==> config.mk <==
export PLATFORM = sky130hd
export DESIGN_NAME = rv3_core
export DESIGN_NICKNAME = d
export VERILOG_FILES = /design/src/rtl/rv3_pkg.sv /design/src/rtl/rv3_decode.sv /design/src/rtl/rv3_regfile.sv /design/src/rtl/rv3_exec.sv /design/src/rtl/rv3_core.sv
export SDC_FILE = /design/constraint.sdc
export NUM_CORES = 2
export LEC_CHECK = 0
export BUFFER_PORTS_ARGS = -buffer_cell sky130_fd_sc_hd__buf_4
export CAP_MARGIN = 15
export CORE_MARGIN = 4
export CORE_UTILIZATION = 40
export DETAILED_ROUTE_END_ITERATION = 12
export GPL_TIMING_DRIVEN = 0
export HOLD_SLACK_MARGIN = 0.15
export SYNTH_ARGS = -nofsm -noshare
export SYNTH_HDL_FRONTEND = slang
export SYNTH_SLANG_ARGS = --single-unit
==> constraint.sdc <==
create_clock -name clk -period 7 [get_ports clk]
set_input_delay 0 -clock clk [delete_from_list [all_inputs] [get_ports clk]]
set_output_delay 0 -clock clk [all_outputs]
set_load 0.02 [all_outputs]
==> src/rtl/rv3_pkg.sv <==
package rv3_pkg;
  localparam int XLEN   = 32;
  localparam int REG_AW = 5;

  localparam logic [6:0] OPC_LUI    = 7'b0110111;
  localparam logic [6:0] OPC_AUIPC  = 7'b0010111;
  localparam logic [6:0] OPC_JAL    = 7'b1101111;
  localparam logic [6:0] OPC_JALR   = 7'b1100111;
  localparam logic [6:0] OPC_BRANCH = 7'b1100011;
  localparam logic [6:0] OPC_LOAD   = 7'b0000011;
  localparam logic [6:0] OPC_STORE  = 7'b0100011;
  localparam logic [6:0] OPC_IMM    = 7'b0010011;
  localparam logic [6:0] OPC_REG    = 7'b0110011;

  typedef enum logic [1:0] {ALU_ADD, ALU_SUB, ALU_AND, ALU_SLT} alu_op_e;
  typedef enum logic [1:0] {WB_ALU, WB_LOAD, WB_LINK} wb_sel_e;

  typedef struct packed {
    logic    valid;
    logic    reg_we;
    alu_op_e alu_op;
    logic    a_pc;
    logic    a_zero;
    logic    b_imm;
    logic    ld;
    logic    st;
    logic    byte_sz;
    logic    branch;
    logic    br_lt;
    logic    jump;
    wb_sel_e wb_sel;
  } ctrl_t;

  localparam ctrl_t CTRL_NOP = '0;
endpackage

==> src/rtl/rv3_decode.sv <==
module rv3_decode
  import rv3_pkg::*;
(
  input  logic              in_valid,
  input  logic [31:0]       instr,
  output ctrl_t             ctrl,
  output logic [XLEN-1:0]   imm,
  output logic [REG_AW-1:0] rs1,
  output logic [REG_AW-1:0] rs2,
  output logic [REG_AW-1:0] rd
);
  logic [6:0] opc, f7;
  logic [2:0] f3;
  ctrl_t      c;

  assign opc = instr[6:0];
  assign f3  = instr[14:12];
  assign f7  = instr[31:25];
  assign rs1 = instr[19:15];
  assign rs2 = instr[24:20];
  assign rd  = instr[11:7];

  always_comb begin
    c   = CTRL_NOP;
    imm = {{(XLEN-12){instr[31]}}, instr[31:20]};
    case (opc)
      OPC_LUI: begin
        c.valid = 1'b1; c.reg_we = 1'b1; c.a_zero = 1'b1; c.b_imm = 1'b1;
        imm = {instr[31:12], 12'b0};
      end
      OPC_AUIPC: begin
        c.valid = 1'b1; c.reg_we = 1'b1; c.a_pc = 1'b1; c.b_imm = 1'b1;
        imm = {instr[31:12], 12'b0};
      end
      OPC_JAL: begin
        c.valid = 1'b1; c.reg_we = 1'b1; c.jump = 1'b1; c.a_pc = 1'b1;
        c.b_imm = 1'b1; c.wb_sel = WB_LINK;
        imm = {{(XLEN-20){instr[31]}}, instr[19:12], instr[20], instr[30:21], 1'b0};
      end
      OPC_JALR: if (f3 == 3'b000) begin
        c.valid = 1'b1; c.reg_we = 1'b1; c.jump = 1'b1; c.b_imm = 1'b1;
        c.wb_sel = WB_LINK;
      end
      OPC_BRANCH: if (f3 == 3'b000 || f3 == 3'b100) begin
        c.valid = 1'b1; c.branch = 1'b1; c.br_lt = f3[2];
        imm = {{(XLEN-12){instr[31]}}, instr[7], instr[30:25], instr[11:8], 1'b0};
      end
      OPC_LOAD: if (f3 == 3'b000 || f3 == 3'b010) begin
        c.valid = 1'b1; c.reg_we = 1'b1; c.ld = 1'b1; c.b_imm = 1'b1;
        c.byte_sz = ~f3[1]; c.wb_sel = WB_LOAD;
      end
      OPC_STORE: if (f3 == 3'b000 || f3 == 3'b010) begin
        c.valid = 1'b1; c.st = 1'b1; c.b_imm = 1'b1; c.byte_sz = ~f3[1];
        imm = {{(XLEN-12){instr[31]}}, instr[31:25], instr[11:7]};
      end
      OPC_IMM: begin
        c.b_imm = 1'b1; c.reg_we = 1'b1;
        case (f3)
          3'b000:  begin c.valid = 1'b1; c.alu_op = ALU_ADD; end
          3'b010:  begin c.valid = 1'b1; c.alu_op = ALU_SLT; end
          3'b111:  begin c.valid = 1'b1; c.alu_op = ALU_AND; end
          default: c.valid = 1'b0;
        endcase
      end
      OPC_REG: begin
        c.reg_we = 1'b1;
        if (f7 == 7'b0000000 && f3 == 3'b000) begin c.valid = 1'b1; c.alu_op = ALU_ADD; end
        if (f7 == 7'b0100000 && f3 == 3'b000) begin c.valid = 1'b1; c.alu_op = ALU_SUB; end
        if (f7 == 7'b0000000 && f3 == 3'b010) begin c.valid = 1'b1; c.alu_op = ALU_SLT; end
        if (f7 == 7'b0000000 && f3 == 3'b111) begin c.valid = 1'b1; c.alu_op = ALU_AND; end
      end
      default: c = CTRL_NOP;
    endcase
    ctrl = (in_valid && c.valid) ? c : CTRL_NOP;
  end
endmodule

==> src/rtl/rv3_regfile.sv <==
module rv3_regfile #(
  parameter int NREG   = 32,
  parameter int XLEN   = 32,
  parameter int NPORTS = 2,
  localparam int AW    = $clog2(NREG)
) (
  input  logic                       clk,
  input  logic                       rst,
  input  logic                       we,
  input  logic [AW-1:0]              waddr,
  input  logic [XLEN-1:0]            wdata,
  input  logic [NPORTS-1:0][AW-1:0]  raddr,
  output logic [NPORTS-1:0][XLEN-1:0] rdata
);
  logic [XLEN-1:0] cells [NREG];
  logic            wr_live;

  assign wr_live = we && (waddr != '0);

  always_ff @(posedge clk) begin
    if (wr_live) cells[waddr] <= wdata;
  end

  for (genvar p = 0; p < NPORTS; p++) begin : g_rd
    always_comb begin
      if (raddr[p] == '0)                  rdata[p] = '0;
      else if (wr_live && raddr[p] == waddr) rdata[p] = wdata;
      else                                 rdata[p] = cells[raddr[p]];
    end

    p_x0_zero_r4: assert property (@(posedge clk) disable iff (rst)
      (raddr[p] == '0) |-> (rdata[p] == '0));
    p_bypass_r3: assert property (@(posedge clk) disable iff (rst)
      (we && waddr != '0 && raddr[p] == waddr) |-> (rdata[p] == wdata));
  end
endmodule

==> src/rtl/rv3_exec.sv <==
module rv3_exec
  import rv3_pkg::*;
#(
  localparam int BYTES  = XLEN / 8,
  localparam int LANE_W = $clog2(BYTES)
) (
  input  logic              clk,
  input  logic              rst,
  input  ctrl_t             ctrl,
  input  logic [XLEN-1:0]   pc,
  input  logic [XLEN-1:0]   rs1v,
  input  logic [XLEN-1:0]   rs2v,
  input  logic [XLEN-1:0]   imm,
  input  logic [XLEN-1:0]   ld_word,
  output logic              wb_we,
  output logic [XLEN-1:0]   wb_data,
  output logic              redirect,
  output logic [XLEN-1:0]   target,
  output logic [XLEN-1:0]   mem_addr,
  output logic [XLEN-1:0]   mem_wdata,
  output logic [BYTES-1:0]  mem_wstrb
);
  logic [XLEN-1:0]   op_a, op_b, sum, alu_res, ld_val;
  logic [LANE_W-1:0] lane;
  logic [7:0]        ld_byte;
  logic              br_hit;

  assign op_a = ctrl.a_zero ? '0 : (ctrl.a_pc ? pc : rs1v);
  assign op_b = ctrl.b_imm ? imm : rs2v;
  assign sum  = op_a + op_b;

  always_comb begin
    case (ctrl.alu_op)
      ALU_SUB: alu_res = op_a - op_b;
      ALU_AND: alu_res = op_a & op_b;
      ALU_SLT: alu_res = {{(XLEN-1){1'b0}}, $signed(op_a) < $signed(op_b)};
      default: alu_res = sum;
    endcase
  end

  assign lane     = sum[LANE_W-1:0];
  assign ld_byte  = ld_word[{lane, 3'b000} +: 8];
  assign ld_val   = ctrl.byte_sz ? {{(XLEN-8){ld_byte[7]}}, ld_byte} : ld_word;

  assign mem_addr  = sum;
  assign mem_wdata = ctrl.byte_sz ? {BYTES{rs2v[7:0]}} : rs2v;
  assign mem_wstrb = !(ctrl.valid && ctrl.st) ? '0 :
                     (ctrl.byte_sz ? (BYTES'(1) << lane) : '1);

  assign br_hit   = ctrl.br_lt ? ($signed(rs1v) < $signed(rs2v)) : (rs1v == rs2v);
  assign redirect = ctrl.valid && (ctrl.jump || (ctrl.branch && br_hit));
  assign target   = ctrl.branch ? (pc + imm) : {sum[XLEN-1:1], 1'b0};

  assign wb_we = ctrl.valid && ctrl.reg_we;
  always_comb begin
    case (ctrl.wb_sel)
      WB_LOAD: wb_data = ld_val;
      WB_LINK: wb_data = pc + XLEN'(BYTES);
      default: wb_data = alu_res;
    endcase
  end

  p_strobe_shape_r7: assert property (@(posedge clk) disable iff (rst)
    (mem_wstrb != '0) |-> ($onehot0(mem_wstrb) || (mem_wstrb == '1)));
  p_no_store_when_idle_r5: assert property (@(posedge clk) disable iff (rst)
    !ctrl.valid |-> (mem_wstrb == '0) && !redirect && !wb_we);
endmodule

==> src/rtl/rv3_core.sv <==
module rv3_core
  import rv3_pkg::*;
#(
  parameter logic [XLEN-1:0] RESET_PC = '0,
  parameter int              NREG     = 32,
  localparam int             BYTES    = XLEN / 8
) (
  input  logic             clk,
  input  logic             rst,
  output logic [XLEN-1:0]  imem_addr,
  input  logic [31:0]      imem_rdata,
  output logic [XLEN-1:0]  dmem_addr,
  output logic [XLEN-1:0]  dmem_wdata,
  output logic [BYTES-1:0] dmem_wstrb,
  input  logic [XLEN-1:0]  dmem_rdata
);
  logic [XLEN-1:0]   pc_q;
  logic              fd_valid_q;
  logic [XLEN-1:0]   fd_pc_q;
  logic [31:0]       fd_instr_q;
  ctrl_t             de_ctrl_q;
  logic [XLEN-1:0]   de_pc_q, de_rs1v_q, de_rs2v_q, de_imm_q;
  logic [REG_AW-1:0] de_rd_q;

  ctrl_t                          dec_ctrl;
  logic [XLEN-1:0]                dec_imm;
  logic [REG_AW-1:0]              dec_rs1, dec_rs2, dec_rd;
  logic [1:0][REG_AW-1:0]         rf_raddr;
  logic [1:0][XLEN-1:0]           rf_rdata;
  logic                           wb_we, redirect;
  logic [XLEN-1:0]                wb_data, target;

  assign imem_addr = pc_q;

  rv3_decode u_decode (
    .in_valid (fd_valid_q), .instr (fd_instr_q), .ctrl (dec_ctrl),
    .imm (dec_imm), .rs1 (dec_rs1), .rs2 (dec_rs2), .rd (dec_rd)
  );

  assign rf_raddr = {dec_rs2, dec_rs1};

  rv3_regfile #(.NREG(NREG), .XLEN(XLEN), .NPORTS(2)) u_regs (
    .clk (clk), .rst (rst), .we (wb_we), .waddr (de_rd_q), .wdata (wb_data),
    .raddr (rf_raddr), .rdata (rf_rdata)
  );

  rv3_exec u_exec (
    .clk (clk), .rst (rst), .ctrl (de_ctrl_q), .pc (de_pc_q),
    .rs1v (de_rs1v_q), .rs2v (de_rs2v_q), .imm (de_imm_q), .ld_word (dmem_rdata),
    .wb_we (wb_we), .wb_data (wb_data), .redirect (redirect), .target (target),
    .mem_addr (dmem_addr), .mem_wdata (dmem_wdata), .mem_wstrb (dmem_wstrb)
  );

  always_ff @(posedge clk) begin
    if (rst) begin
      pc_q       <= RESET_PC;
      fd_valid_q <= 1'b0;
      de_ctrl_q  <= CTRL_NOP;
    end else if (redirect) begin
      pc_q       <= target;
      fd_valid_q <= 1'b0;
      de_ctrl_q  <= CTRL_NOP;
    end else begin
      pc_q       <= pc_q + XLEN'(BYTES);
      fd_valid_q <= 1'b1;
      de_ctrl_q  <= dec_ctrl;
    end
  end

  always_ff @(posedge clk) begin
    fd_pc_q    <= pc_q;
    fd_instr_q <= imem_rdata;
    de_pc_q    <= fd_pc_q;
    de_rs1v_q  <= rf_rdata[0];
    de_rs2v_q  <= rf_rdata[1];
    de_imm_q   <= dec_imm;
    de_rd_q    <= dec_rd;
  end

  p_flush_bubbles_r5: assert property (@(posedge clk) disable iff (rst)
    redirect |=> (!fd_valid_q && !de_ctrl_q.valid));
  p_redirect_fetch_r5: assert property (@(posedge clk) disable iff (rst)
    redirect |=> (imem_addr == $past(target)));
  p_seq_fetch_r2: assert property (@(posedge clk) disable iff (rst)
    !redirect |=> (imem_addr == $past(imem_addr) + XLEN'(BYTES)));
  p_fetch_even_r6: assert property (@(posedge clk) disable iff (rst)
    redirect |=> (imem_addr[0] == 1'b0));
endmodule

# After elaboration in Yosys (flattened, before gate mapping)
# Memory sizes are Yosys's and may differ from the RTL's. A register that Yosys moved wholly into a read port is not among the register bits.
# Index checks and enable logic that the tools add are counted.
# totals
inputBits	66
output_inout_bits	100
ramBits	1024
wordCells	128
n_memories	1
reg_bits	180
# mem_list
name	words	width	read_ports	rd_ports_with_merged_regs	wr	line	rtl
u_regs.cells	32	32	2	2	1	rv3_regfile.sv:15	logic [XLEN-1:0] cells [NREG];
# classes
bitwise	6
reduce_logical	28
addsub	5
order_cmp	2
eq_ne	19
shift	2
mux	46
# ops
operator	n
$mux W32	7
$pmux W31 S4	1
$pmux W32 S3	1
$add A32 B3 Y32 const B	2
$add A32 B32 Y32	2
$lt A32 B32 Y1	2
$pmux W32 S2	1
$and A32 B32 Y32	1
$eq A32 B32 Y1	1
$shiftx A32 B6 Y8	1
$sub A32 B32 Y32	1
$eq A7 B6 Y1 const B	4
$eq A7 B7 Y1 const B	3
$mux W1	17
$eq A7 B5 Y1 const B	2
$mux W12	1
$mux W2	6
$reduce_or A4 Y1	3
$logic_and A1 B1 Y1	10
$logic_not A5 Y1	2
$reduce_or A5 Y1	2
$reduce_or A3 Y1	3
$mux W4	2
$pmux W2 S2	2
other kinds (19)	31

# Depth between registers and ports, before layout
# depth
depth_word	10
mapped_depth	18
ltp_nobuf	15

# Cells and area by module
# From an unflattened synthesis, not the netlist that was laid out.
# unflattened
hier_cells	4696
hier_area_um2	64710.8
# modules_own_cells
mod	n_inst	area_per_inst_um2	seq_area_each_um2	cells_each
rv3_regfile	1	48067.4	30749.5	2598
rv3_exec	1	9610.5	0.0	1507
rv3_core	1	6157.2	4904.7	451
rv3_decode	1	875.8	0.0	140

# Worst setup path before layout
# OpenSTA, ideal clock, no wires.
# synth_timing
path_type	flip-flop to flip-flop
startpoint	register de_ctrl_q[10] (netlist bit)
endpoint	memory u_regs.cells[0][9] (data pin)
setup_ns	0.412
arrival_time_ns	5.011
synth_period_minus_slack_ns	5.423
stages_incl_launch_ff	17
path_buffers	5
slack_ns	1.577
required_time_ns	6.588
path_cell_list	dfxtp_1 -> buf_2 -> buf_1 -> clkbuf_1 -> mux2i_1 -> nor2_1 -> ha_1 -> clkbuf_1 -> inv_1 -> a21o_1 -> a32oi_1 -> and3_1 -> clkbuf_1 -> o21ai_0 -> xnor2_1 -> o21ai_0 -> a31oi_1
# synth_between
word_cells_on_any_way	9
classes_between	2 x add/sub; 1 x shift; 5 x mux; 1 x bitwise
# synth_lines
element	line	rtl
start: declaration	rv3_core.sv:21	ctrl_t de_ctrl_q;
start signal: assignment	rv3_core.sv:66	de_ctrl_q <= dec_ctrl;
$mux W32 (2 in a row)	rv3_exec.sv:28	assign op_a = ctrl.a_zero ? '0 : (ctrl.a_pc ? pc : rs1v);
$add A32 B32 Y32	rv3_exec.sv:30	assign sum = op_a + op_b;
via dmem_addr[9]	rv3_core.sv:12	output logic [XLEN-1:0] dmem_addr,
$pmux W32 S3	rv3_exec.sv:33	case (ctrl.alu_op)
$pmux W32 S2	rv3_exec.sv:56	case (ctrl.wb_sel)
via u_exec.wb_data[9]	rv3_exec.sv:16	output logic [XLEN-1:0] wb_data,
end: declaration	rv3_regfile.sv:15	
# The timed path passes the listed nets, and every way through them passes these cells.

# Worst setup path in the final report
# layout_timing
startpoint	register de_ctrl_q[8] (netlist bit)
endpoint	memory u_regs.cells[27][22] (data pin)
# layout_between
elab_chain_len	5
word_cells_on_any_way	8
classes_between	2 x add/sub; 1 x shift; 4 x mux; 1 x bitwise
# layout_lines
element	line	rtl
$mux W32 (*)	rv3_exec.sv:29	assign op_b = ctrl.b_imm ? imm : rs2v;
$add A32 B32 Y32	rv3_exec.sv:30	
$shiftx A32 B6 Y8	rv3_exec.sv:42	assign ld_byte = ld_word[{lane, 3'b000} +: 8];
$mux W32	rv3_exec.sv:43	assign ld_val = ctrl.byte_sz ? {{(XLEN-8){ld_byte[7]}}, ld_byte} : ld_word;
$pmux W32 S2 (*)	rv3_exec.sv:56	
via u_exec.wb_data[22]	rv3_exec.sv:16	
# Mark *: on every way through the listed nets, which the timed path passes. The rest lies on a longest branch.

==> reports/metrics.yaml <==
run_status: "finished clean"
route.detailed.vias_per_inst: 6.33
placementRows: 146
synth.lib_cells_used.distinct: 86
preCtsSetupSlack_ns: -0.895
fin_crit_ns: 6.79
firstDrtPassIters: 8
rsz_0062_raised_after_global_routing: "no"
synth_flop_cell: "edfxtp_1"
endpoint_kind: "register"
via_count: 43600
postSynthCellCount: 4201
power_per_cell_area_nw_per_um2: 282
post-layout-total-power_mw: 21.2
critPathKind: "register to register"
timing_worst_slew_pin_value_ns: 1.26
post-route-worst-setup-slack_ns: 0.208
hold_viol_final: 0
clk_path_buf_depth: 3
synthTopCellsByCount: "edfxtp_1 (1024), mux4_2 (640), nor2_1 (251)"
syn_area_per_cell_um2: 15.2
num-nets-final: 4904
die_w_um: 408
cts-htree-levels: 4
synth_edf_count: 1024
worst_case_hold_slack_ns: 0.193
synth.cell_area_um2: 63900
cts_tree: "done"
buffer_ports.inserted: 164
clock-root-buffer: "clkbuf_16"
critical_path_peak_fanout: 32
detail_route.wirelength_um: 239000
number_of_global_route_vias_before_repair: 43300
growth_of_design_area_from_synthesis_to_finish_pct: 17.8
crit_start: "de_ctrl_q[8]"
critPathRequiredTime_ns: 7.31
design.portCount: 166
fin_area_um2: 75300
cts.clk_slew.worst_paths_ns: 0.06
initial_core_util: 0.403
clock_sink_count: 1268
slew-limit-headroom: 0.158
final.setup_skew_ns: 0.0502
max-cap-violations: 0
async_reset_ff_frac: 0
drive_above_1_share: 0.255
post_dp_cell_area_um2: 69500
total_leakage_power_nw: 25.2
max-vdd-ir-drop_v: 0.000266
synth.area.top_cells: "edfxtp_1 (48%), mux4_2 (23%), dfxtp_1 (7.6%), ha_1 (2.5%), a211oi_1 (1.7%)"
multiInputGateArea_um2: 27000
design.die.area_um2: 166000
num-fill-cells: 13700
synth-seq-area-share: 0.558
drt_first_iter_violations: 5826
number_of_antenna_violations_at_the_first_check_in_global_routing: 13
synthMostInstantiatedCell: "edfxtp_1"
worstReg2RegStart: "de_ctrl_q[8]"
fmax_ghz: 0.147
place.detailed.hpwl_um: 180000
synth_area_leader_cell: "edfxtp_1"
wl_per_cell_um: 34.6
min-delay-start: "dmem_rdata[11]"
ant_nets: 0
cts_inserted_buffers: 139
finalMaxSlewViolations: 0
ys_ff_latch: 1268
seq_area_um2: 35600
placeableCoreArea_um2: 159000
report.final.setup_viol: 0
yosysWarningCount: 0
gr-total-overflow: 0
start_kind: "register"
clock_latency_at_the_later_pin_of_the_worst_skew_pair_ns: 0.80
place.gp.congestion: 0.983
area_share_of_the_leading_cell_type_in_the_synthesized_netlist: 0.481
grt_overall_usage: 0.282
worst_hold_path.num_cells: 5
grt_first_pass_wirelength_um: 332000
min_path_type: "input port to register"
total_negative_setup_slack_ns: 0
critPathArrivalTime_ns: 7.10
rr_worst_depth: 15
final.period_utilization: 0.970
grt_start_max_net_pins: 35
dieHeight_um: 408
drc: 0
flip-flops by register name, summed over array words and instances (netlist names):
signal        cells
de_rs1v_q        32
de_imm_q         32
de_ctrl_q        14
fd_pc_q          32
imem_addr        32
fd_instr_q       32
fd_valid_q        1
de_rd_q           5
u_regs.cells   1024
de_rs2v_q        32
de_pc_q          32
metrics by stage:
step	util	std cells
after floorplan	-	4232
after global placement	0.428	6468
after detailed placement	0.438	6538
after CTS	0.472	6864
after global routing	0.475	6893
final	0.475	6897
kinds of logic (layout without fill, tap and decap cells):
logic type | Yosys count | in the layout | synth area share
AND/OR/NAND/NOR | 769 | 769 | 0.0569
other | 1 | 36 | 0.0000587
buffers and inverters | 456 | 1045 | 0.0275
multiplexers | 725 | 725 | 0.239
adder cells (fa/ha/maj) | 131 | 131 | 0.0257
flip-flops | 1268 | 1268 | 0.558
AO/OA/AOI/OAI | 719 | 719 | 0.0749
XOR/XNOR | 132 | 132 | 0.0181
routing by layer:
| layer | vias up | wire length (um) | track usage |
|---|---|---|---|
| met5 | - | 0 | 0 |
| met4 | 0 | 11600 | 0.119 |
| met3 | 460 | 22900 | 0.0643 |
| met2 | 2585 | 114000 | 0.461 |
| met1 | 22700 | 90100 | 0.363 |
| li1 | 17900 | - | - |
critical path: stages, from the launching register on:
cell and delay [ns]:
dfxtp_1 0.30, buf_2 0.21, clkbuf_1 0.74, clkbuf_1 0.62, o21a_1 0.21, ha_1 0.22, clkbuf_1 0.23, or3_1 0.49
nor2_1 0.42, nand2_1 0.10, o21ai_0 0.71, a31oi_1 0.17, a311o_1 0.44, a21o_1 0.20, o21ai_0 0.56, inv_1 0.67
cells in the final DEF (no fill, tap or decap), drive strengths merged, types with 99 or more instances in the layout:
cell type,instances
inv,165
ha,129
a21oi,149
o21ai,142
mux4,640
dfxtp,244
nor2,251
a211oi,148
nand2,197
buf,335
clkbuf,397
xnor2,99
edfxtp,1024
final timing paths:
path / end / slack (ns)
max: u_regs.cells[27][22] / 0.21
min reg2reg: de_pc_q[27] / 0.32
min: de_rs2v_q[11] / 0.19
max reg2reg: u_regs.cells[27][22] / 0.21
where the power goes:
part | total [mW] | switching (mW) | internal (mW) | leakage, nW
clock network | 7.42 | 3.19 | 4.23 | 2.25
registers | 9.27 | 0.138 | 9.13 | 11.2
logic | 4.50 | 3.11 | 1.39 | 11.7
what timing repair did:
item / 4_1_cts / 5_1_grt
hold buffers: 73 / 0
endpoints found under the hold margin: 139 / 0
gates cloned: 0 / 4
gates resized for setup: 3 / 20
pin swaps: 0 / 0
endpoints found under the setup margin: 172 / 192
setup buffers: 0 / 1
area by class of cell:
| class | instances | area share |
|---|---|---|
| Antenna cell | 4 | 0.000133 |
| Buffer | 292 | 0.0153 |
| Clock buffer | 181 | 0.0507 |
| Clock inverter | 73 | 0.0104 |
| Inverter | 163 | 0.00838 |
| Multi-Input combinational cell | 2508 | 0.359 |
| Sequential cell | 1268 | 0.473 |
| Tap cell | 2072 | 0.0344 |
| Timing Repair Buffer | 332 | 0.0480 |
| Timing Repair inverter | 4 | 0.000332 |
Note: power is estimated with default switching activity, not from simulation.
